<file path="src/rtl/sysclk_sel_pkg.sv">
package sysclk_sel_pkg;
  localparam int unsigned SRC_N = 4;
  localparam int unsigned SRC_W = $clog2(SRC_N);

  localparam logic [SRC_W-1:0] SRC_MULTI = 2'b00;
  localparam logic [SRC_W-1:0] SRC_INT16 = 2'b01;
  localparam logic [SRC_W-1:0] SRC_EXT   = 2'b10;
  localparam logic [SRC_W-1:0] SRC_PLL   = 2'b11;

  localparam logic [SRC_W-1:0] SRC_RESET = SRC_MULTI;
endpackage

</file>
<file path="src/rtl/ssel_pend.sv">
module ssel_pend
  import sysclk_sel_pkg::*;
(
  input  logic             clk_i,
  input  logic             rst_ni,
  input  logic             req_we_i,
  input  logic [SRC_W-1:0] req_src_i,
  input  logic [SRC_W-1:0] act_i,
  input  logic             commit_i,
  output logic             pend_o,
  output logic [SRC_W-1:0] tgt_o
);
  always_ff @(posedge clk_i or negedge rst_ni) begin
    if (!rst_ni) begin
      pend_o <= 1'b0;
      tgt_o  <= SRC_RESET;
    end else if (req_we_i) begin
      // a newer write always wins; asking for the active source cancels
      if (req_src_i == act_i) begin
        pend_o <= 1'b0;
      end else begin
        pend_o <= 1'b1;
        tgt_o  <= req_src_i;
      end
    end else if (commit_i) begin
      pend_o <= 1'b0;
    end
  end
endmodule

</file>
<file path="src/rtl/ssel_commit.sv">
module ssel_commit
  import sysclk_sel_pkg::*;
(
  input  logic             clk_i,
  input  logic             rst_ni,
  input  logic             req_we_i,
  input  logic             pend_i,
  input  logic [SRC_W-1:0] tgt_i,
  input  logic [SRC_N-1:0] rdy_i,
  output logic             commit_o,
  output logic [SRC_W-1:0] act_o
);
  assign commit_o = pend_i & rdy_i[tgt_i] & ~req_we_i;

  always_ff @(posedge clk_i or negedge rst_ni) begin
    if (!rst_ni)       act_o <= SRC_RESET;
    else if (commit_o) act_o <= tgt_i;
  end
endmodule

</file>
<file path="src/rtl/ssel_keep.sv">
module ssel_keep
  import sysclk_sel_pkg::*;
(
  input  logic [SRC_W-1:0] act_i,
  input  logic [SRC_W-1:0] pll_src_i,
  input  logic [SRC_N-1:0] en_req_i,
  input  logic [SRC_N-1:0] osc_rdy_i,
  output logic [SRC_N-1:0] osc_en_o,
  output logic [SRC_N-1:0] rdy_o
);
  logic pll_act;
  logic [SRC_N-1:0] keep;

  assign pll_act = (act_i == SRC_PLL);

  for (genvar i = 0; i < SRC_N; i++) begin : g_src
    localparam logic [SRC_W-1:0] CODE = SRC_W'(i);
    if (CODE == SRC_PLL) begin : g_pll
      assign keep[i] = pll_act;
    end else begin : g_osc
      // direct use, or feeding the PLL while the PLL is in use
      assign keep[i] = (act_i == CODE) | (pll_act & (pll_src_i == CODE));
    end
    assign osc_en_o[i] = en_req_i[i] | keep[i];
    assign rdy_o[i]    = osc_rdy_i[i] & osc_en_o[i];
  end
endmodule

</file>
<file path="src/rtl/sysclk_sel.sv">
module sysclk_sel
  import sysclk_sel_pkg::*;
(
  input  logic             clk_i,
  input  logic             rst_ni,
  input  logic             req_we_i,
  input  logic [SRC_W-1:0] req_src_i,
  input  logic [SRC_W-1:0] pll_src_i,
  input  logic [SRC_N-1:0] en_req_i,
  input  logic [SRC_N-1:0] osc_rdy_i,
  output logic [SRC_N-1:0] osc_en_o,
  output logic [SRC_N-1:0] rdy_o,
  output logic [SRC_W-1:0] act_src_o,
  output logic             pend_o
);
  logic             pend_q;
  logic [SRC_W-1:0] tgt_q;
  logic [SRC_W-1:0] act_q;
  logic             commit;

  ssel_pend u_pend (
    .clk_i     (clk_i),
    .rst_ni    (rst_ni),
    .req_we_i  (req_we_i),
    .req_src_i (req_src_i),
    .act_i     (act_q),
    .commit_i  (commit),
    .pend_o    (pend_q),
    .tgt_o     (tgt_q)
  );

  ssel_commit u_commit (
    .clk_i    (clk_i),
    .rst_ni   (rst_ni),
    .req_we_i (req_we_i),
    .pend_i   (pend_q),
    .tgt_i    (tgt_q),
    .rdy_i    (rdy_o),
    .commit_o (commit),
    .act_o    (act_q)
  );

  ssel_keep u_keep (
    .act_i     (act_q),
    .pll_src_i (pll_src_i),
    .en_req_i  (en_req_i),
    .osc_rdy_i (osc_rdy_i),
    .osc_en_o  (osc_en_o),
    .rdy_o     (rdy_o)
  );

  assign act_src_o = act_q;
  assign pend_o    = pend_q;
endmodule

</file>
<file path="config.mk">
export PLATFORM = sky130hd
export DESIGN_NAME = sysclk_sel
export DESIGN_NICKNAME = d
export VERILOG_FILES = /design/src/rtl/sysclk_sel_pkg.sv /design/src/rtl/ssel_pend.sv /design/src/rtl/ssel_commit.sv /design/src/rtl/ssel_keep.sv /design/src/rtl/sysclk_sel.sv
export SDC_FILE = /design/constraint.sdc
export NUM_CORES = 1
export LEC_CHECK = 0
export BUFFER_PORTS_ARGS = -buffer_cell sky130_fd_sc_hd__buf_2
export CORE_AREA = 2 2 39 41
export DETAILED_ROUTE_END_ITERATION = 7
export DIE_AREA = 0 0 41 43
export GPL_TIMING_DRIVEN = 1
export HOLD_SLACK_MARGIN = 0.03
export PLACE_DENSITY = 0.74
export SLEW_MARGIN = 20
export SYNTH_ARGS = -nofsm -noshare
export SYNTH_HDL_FRONTEND = slang
export SYNTH_SLANG_ARGS = --single-unit
</file>
<file path="constraint.sdc">
create_clock -name clk_i -period 2.6 [get_ports clk_i]
set_input_delay 0.39 -clock clk_i [delete_from_list [all_inputs] [get_ports clk_i]]
set_output_delay 0.39 -clock clk_i [all_outputs]
set_load 0.05 [all_outputs]
</file>
==> flow_summary.json, run 1 <==
{
  "status": "finished, final reports clean",
  "synth.largest_area_cell": "dfrtp_1",
  "leakagePower_nw": 0.297,
  "ys_warn_count": 0,
  "setup_viol": 0,
  "dp_hpwl_um": 1000,
  "min_period_ns": 2.13,
  "clkTransAtPathRegs_ns": 0.04,
  "fp-row-count": 14,
  "hold_path.class": "in -> reg",
  "max-slew-margin-rel_pct": 76.1,
  "wl_met1_um": 480,
  "dp_worst_setup_slack_ns": 0.740,
  "synthMuxAreaShare_pct": 4.77,
  "mappedNetlistArea_um2": 472,
  "cap_violations": 0,
  "clock-sinks": 5,
  "route.met3.wl_um": 90,
  "yosys-top-cells-area": "dfrtp_1 (27%), nand2b_1 (6.6%), o211ai_1 (6.4%), o311ai_4 (5.6%), buf_6 (4.8%)",
  "switching_power_uw": 305,
  "tightest_slew_ns": 0.358,
  "swShare_pct": 53.5,
  "die_h_um": 43,
  "path_cells": "and4bb_4, or3_1, and2_1, buf_2",
  "drive_above_1_share_pct": 40.7,
  "rsz0062_at_grt": "no",
  "avgSynthCellArea_um2": 8.90,
  "clkPwrFrac_pct": 15.6,
  "intPower_uw": 265,
  "syn_inst": 53,
  "initial_core_util_pct": 34.1,
  "reg2reg_from": "u_commit.act_o[0]$_DFFE_PN0P_",
  "critPathMaxStageDelay_ns": 0.50,
  "clock_tree.root_cell": "clkbuf_4",
  "yosys.area_share.adder_pct": 0,
  "worst-r2r-cell-count": 4,
  "drc": 0,
  "io_pins": 26,
  "finalHoldViolations": 0,
  "yosys.area_share.simple_pct": 23.6,
  "syn_to_final_growth_pct": 33.7,
  "drt_iter0_drc": 13,
  "clock-skew-final_ns": 0.000983,
  "grt_start_max_net_pins": 12,
  "fin_crit_sh_pct": 81.8,
  "die_w_um": 41,
  "drv_slew": 0,
  "finalWorstSetupSlack_ns": 0.473,
  "vias": 511,
  "tns_ns": 0,
  "core_area_mm2": 0.00138,
  "synth_top_family_by_area": "compound AO/OA/AOI/OAI gates",
  "h-tree-depth": 1,
  "grt_pass1_wl_um": 1890,
  "path_class": "reg -> out",
  "cp-start-kind": "register",
  "via_per_inst": 5.27,
  "stdcell_count": 97,
  "worstReg2RegEnd": "u_commit.act_o[1]$_DFFE_PN0P_",
  "drt-pass1-iter-count": 4,
  "ir_drop_mv": 0.418,
  "ys_seq_area_share_pct": 26.5,
  "critPathCaptureType": "primary output",
  "dieArea_mm2": 0.00176,
  "worst-path-buf-inv": 1,
  "yosysUniqueCellTypes": 24,
  "power_frac_comb_pct": 58.4,
  "p_per_area_mw_per_mm2": 904,
  "seq_power_share_pct": 26.0,
  "slowest_stage": "dfrtp_1",
  "numCtsBuffers": 3,
  "cts.repair.resized": 0,
  "cp_max_fo": 11,
  "hold_ws_ns": 0.415,
  "rrSetupSlack_ns": 1.06,
  "wl_per_cell_um": 12.5,
  "ys_ff_latch": 5,
  "cts_tree": "built",
  "fin_nets": 97,
  "grt_pass1_vias": 478,
  "clock.fmax_ghz": 0.470,
  "crit_required_ns": 2.21,
  "place_inst": 92,
  "clock_latency_ns": 0.24,
  "dr.max_layer_used": "met4",
  "min_from": "req_src_i[1]",
  "n_antenna_cell": 0,
  "whs_endpoint": "u_pend.tgt_o[1]$_DFFE_PN0P_",
  "syn_nets": 68,
  "yosys.area_share.xor_xnor_pct": 3.71,
  "ant_nets": 0,
  "routed_wirelength_um": 1210,
  "whs_path_depth": 2,
  "clockBufferDepth": 2,
  "track_usage_pct": 16.2,
  "io_buffer_count": 25,
  "cpLargestDelayFamily": "simple AND/OR/NAND/NOR gates",
  "grt-ovfl-total": 0,
  "synth_top_area_share_pct": 26.5,
  "gp_congestion": 0.772,
  "synth-compound-area-share_pct": 32.6,
  "wl_met2_um": 600,
  "cp_data_arrival_time_ns": 1.74,
  "antenna_found_initial": 0
}
==> state kept, by name, summed over array words and instances (netlist names) <==
register        count
u_commit.act_o      2
u_pend.pend_o       1
u_pend.tgt_o        2
==> stage by stage <==
step                power [mW]  util [%]  area, um^2
floorplan                0.416         -         472
global placement         0.472      42.9         594
detailed placement       0.481      42.9         594
CTS                      0.577      45.6         631
global route             0.607      45.6         631
finish                   0.570      45.6         631
==> power groups by stage <==
stage	logic [mW]	clock network, mW	registers [mW]
floorplan	0.245	0	0.171
global placement	0.328	0	0.144
detailed placement	0.332	0	0.148
CTS	0.335	0.0946	0.147
global route	0.355	0.0980	0.155
finish	0.333	0.0892	0.148
==> worst max-delay path by stage <==
| stage | startpoint | to | cells past startpoint |
|---|---|---|---|
| global route | u_commit.act_o[1]$_DFFE_PN0P_ | rdy_o[0] | 4 |
| detailed placement | u_commit.act_o[0]$_DFFE_PN0P_ | rdy_o[0] | 4 |
| CTS | u_commit.act_o[0]$_DFFE_PN0P_ | rdy_o[0] | 4 |
| floorplan | u_commit.act_o[1]$_DFFE_PN0P_ | rdy_o[0] | 4 |
| finish | u_commit.act_o[0]$_DFFE_PN0P_ | rdy_o[0] | 4 |
| global placement | u_commit.act_o[0]$_DFFE_PN0P_ | rdy_o[0] | 4 |
==> cell families (layout without fill, tap and decap cells) <==
family          Yosys count  after routing
buf+inv                   7             35
xor+xnor                  2              2
mux                       2              2
compound gates           19             19
simple gates             18             18
flops                     5              5
==> layout make-up <==
cell class	instances	area, um^2
clock buffer	4	26.3
fill	145	753
inverter	5	18.8
multi-input combinational	41	305
sequential	5	125
tap	16	20.0
timing repair buffer	26	135
==> cells in the mapped netlist <==
cell / count
nand2_1: 3
nor2_1: 1
nor2b_1: 3
and4bb_4: 1
mux2_2: 2
a32oi_1: 1
and2_1: 3
nand3_1: 1
a21o_1: 1
o211ai_1: 4
buf_6: 2
inv_1: 5
o311ai_4: 1
o221ai_2: 1
a21boi_1: 1
xor2_1: 2
a21boi_0: 1
a31oi_1: 1
o21ai_0: 4
o21ai_1: 2
o21a_1: 2
dfrtp_1: 5
nand2b_1: 5
or3_1: 1
==> placed cells by master, fill, tap and decap left out, types with 2 or more instances in the layout <==
master     n
xor2_1     2
o21ai_0    4
o211ai_1   4
buf_2     25
nand2b_1   5
clkbuf_4   3
o21a_1     2
inv_1      5
and2_1     3
nand2_1    3
dfrtp_1    5
o21ai_1    2
mux2_2     2
nor2b_1    3
==> per-layer routing <==
metal / vias up / track usage (%)
met4: 0 / 12.7
met2: 21 / 25.9
li1: 248 / -
met3: 4 / 3.14
met5: - / 0
met1: 238 / 17.0
==> timing repair <==
| item | 4_1_cts | 5_1_grt |
|---|---|---|
| hold endpoints to repair | 5 | 0 |
| setup buffers | 0 | 0 |
| hold buffers | 1 | 0 |
(Power assumes the default switching activity.)
==> inputs of run 2 (changes only) <==
--- a/config.mk
+++ b/config.mk
@@ -11,7 +11,7 @@
 export DIE_AREA = 0 0 41 43
 export GPL_TIMING_DRIVEN = 1
 export HOLD_SLACK_MARGIN = 0.03
-export PLACE_DENSITY = 0.74
+export PLACE_DENSITY = 0.77
 export SLEW_MARGIN = 20
 export SYNTH_ARGS = -nofsm -noshare
 export SYNTH_HDL_FRONTEND = slang
==> constraint.sdc (replaced) <==
create_clock -name clk_i -period 1.9 [get_ports clk_i]
set_input_delay 0.285 -clock clk_i [delete_from_list [all_inputs] [get_ports clk_i]]
set_output_delay 0.285 -clock clk_i [all_outputs]
set_load 0.05 [all_outputs]
==> run 2 against run 1 <==
Effect of this change: global-route usage is 1.3 points lower; sequential power is 17% higher; core utilization is 2.4 points higher; routed wire length is 7.3% lower; critical path depth stayed put; die area stayed put; critical endpoint unchanged; count of clock-buffer cells in the layout stayed put.
==> flow_summary.json, run 2 (synthesis gave the netlist of run 1 again) <==
{
  "cp_data_arrival_time_ns": 1.56,
  "rsz0062_at_grt": "no",
  "fp-row-count": 14,
  "min_period_ns": 1.84,
  "p_per_area_mw_per_mm2": 1210,
  "path_cells": "and4bb_4, or3_4, and2_4, buf_4",
  "drc": 0,
  "crit_required_ns": 1.62,
  "drt_iter0_drc": 13,
  "grt_pass1_vias": 483,
  "reg.largest.list": "u_commit.act_o: 2 flops, u_pend.tgt_o: 2 flops, u_pend.pend_o: 1 flops",
  "numCtsBuffers": 3,
  "dp_hpwl_um": 964,
  "io_pins": 26,
  "dieArea_mm2": 0.00176,
  "cp-start-kind": "register",
  "antenna_found_initial": 0,
  "grt_pass1_wl_um": 1870,
  "drive_above_1_share_pct": 50.6,
  "grt-ovfl-total": 0,
  "cap_violations": 0,
  "clock-skew-final_ns": 0.000561,
  "intPower_uw": 389,
  "placed_cell_area_um2": 622,
  "cts_tree": "built",
  "min_from": "req_src_i[0]",
  "grt_start_max_net_pins": 10,
  "hold_path.class": "in -> reg",
  "critPathCaptureType": "primary output",
  "status": "finished, final reports clean",
  "clkPwrFrac_pct": 14.6,
  "h-tree-depth": 1,
  "cts_setup_buffers": 0,
  "tns_ns": 0,
  "clock-sinks": 5,
  "clock_latency_ns": 0.23,
  "core_area_mm2": 0.00138,
  "cp_max_fo": 3,
  "swShare_pct": 51.5,
  "mostFrequentLayoutCells": "buf_2 (24), inv_1 (5), nand2b_1 (5)",
  "clock.fmax_ghz": 0.543,
  "final_common_cell": "buf_2",
  "vias": 498,
  "ant_nets": 0,
  "fin_crit_sh_pct": 96.9,
  "clkTransAtPathRegs_ns": 0.04,
  "rrSetupSlack_ns": 0.45,
  "slowest_stage": "dfrtp_2",
  "max-slew-margin-rel_pct": 80.5,
  "path_class": "reg -> out",
  "startpoint": "u_commit.act_o[0]$_DFFE_PN0P_",
  "drv_slew": 0,
  "seq_power_share_pct": 21.6,
  "tightest_slew_ns": 0.293,
  "gp_congestion": 0.825,
  "routed_wirelength_um": 1120,
  "drt-pass1-iter-count": 4,
  "clockBufferDepth": 2,
  "fin_nets": 99,
  "die_h_um": 43,
  "clock_tree.root_cell": "clkbuf_4",
  "final_area_um2": 663,
  "syn_to_final_growth_pct": 40.6,
  "finalHoldViolations": 0,
  "critPathMaxStageDelay_ns": 0.41,
  "n_antenna_cell": 0,
  "switching_power_uw": 413,
  "track_usage_pct": 14.9,
  "wl_per_cell_um": 11.3,
  "via_per_inst": 5.03,
  "io_buffer_count": 25,
  "die_w_um": 41,
  "setup_viol": 0,
  "ir_drop_mv": 0.687,
  "reg2reg_from": "u_commit.act_o[0]$_DFFE_PN0P_",
  "leakagePower_nw": 0.309,
  "power_frac_comb_pct": 63.8,
  "initial_core_util_pct": 34.1
}
## run 2: cell types whose count changed in the layout (fill, tap and decap cells not counted), sizes merged
cell,change
buf,+2
## run 2: path summary, 6_finish.rpt
kind / end / depth (start not counted)
min reg2reg: u_pend.tgt_o[0]$_DFFE_PN0P_ / 1
max in group asynchronous: u_commit.act_o[0]$_DFFE_PN0P_ / 2
min in group asynchronous: u_pend.pend_o$_DFFE_PN0P_ / 2
max: rdy_o[0] / 4
max reg2reg: u_pend.tgt_o[1]$_DFFE_PN0P_ / 4
min: u_pend.tgt_o[0]$_DFFE_PN0P_ / 2
## run 2: timing repair
action / 4_1_cts / 5_1_grt
endpoints found under the hold margin: 5 / 0
resized for setup: 0 / 3
endpoints found under the setup margin: 0 / 1
hold buffers: 1 / 0
## run 2: critical path, delay by kind of cell, from the launching register on
family                 cells  cell delay, ns
buffers and inverters      1            0.18
DFF                        1            0.41
and+or+nand+nor            3            0.73
## run 2: per-layer routing
layer | vias up | track usage (%) | part of all wire [%]
li1 | 249 | - | -
met4 | 0 | 8.00 | 0
met1 | 227 | 16.8 | 37
met2 | 22 | 24.4 | 54
met3 | 0 | 3.14 | 8.8
met5 | - | 0 | 0
## run 2: stage by stage
step	util (%)	std cells	setup slack [ns]	power, mW	hold WS, ns
4_1_cts	47.6	99	0.0326	0.809	0.301
3_3_place_gp	44.9	94	0.296	0.675	0.101
6_report	47.9	99	0.0580	0.802	0.310
3_5_place_dp	44.9	94	0.278	0.683	0.103
2_1_floorplan	-	53	0.00543	0.579	-0.0106
5_1_grt	47.9	99	0.0175	0.862	0.312
## run 2: power groups by stage
stage	sequential [mW]	clock (mW)	combinational (mW)
after floorplan	0.237	0	0.342
after global placement	0.172	0	0.503
after detailed placement	0.173	0	0.511
after CTS	0.172	0.124	0.513
after global routing	0.178	0.132	0.552
final	0.173	0.117	0.512
## run 2: area by class of cell
class,instances,area [um^2]
fillers,141,721
multi-input cells,41,318
repair buffers,28,153
flip-flops and latches,5,128
clock buffers,4,26.3
well taps,16,20.0
inverters,5,18.8
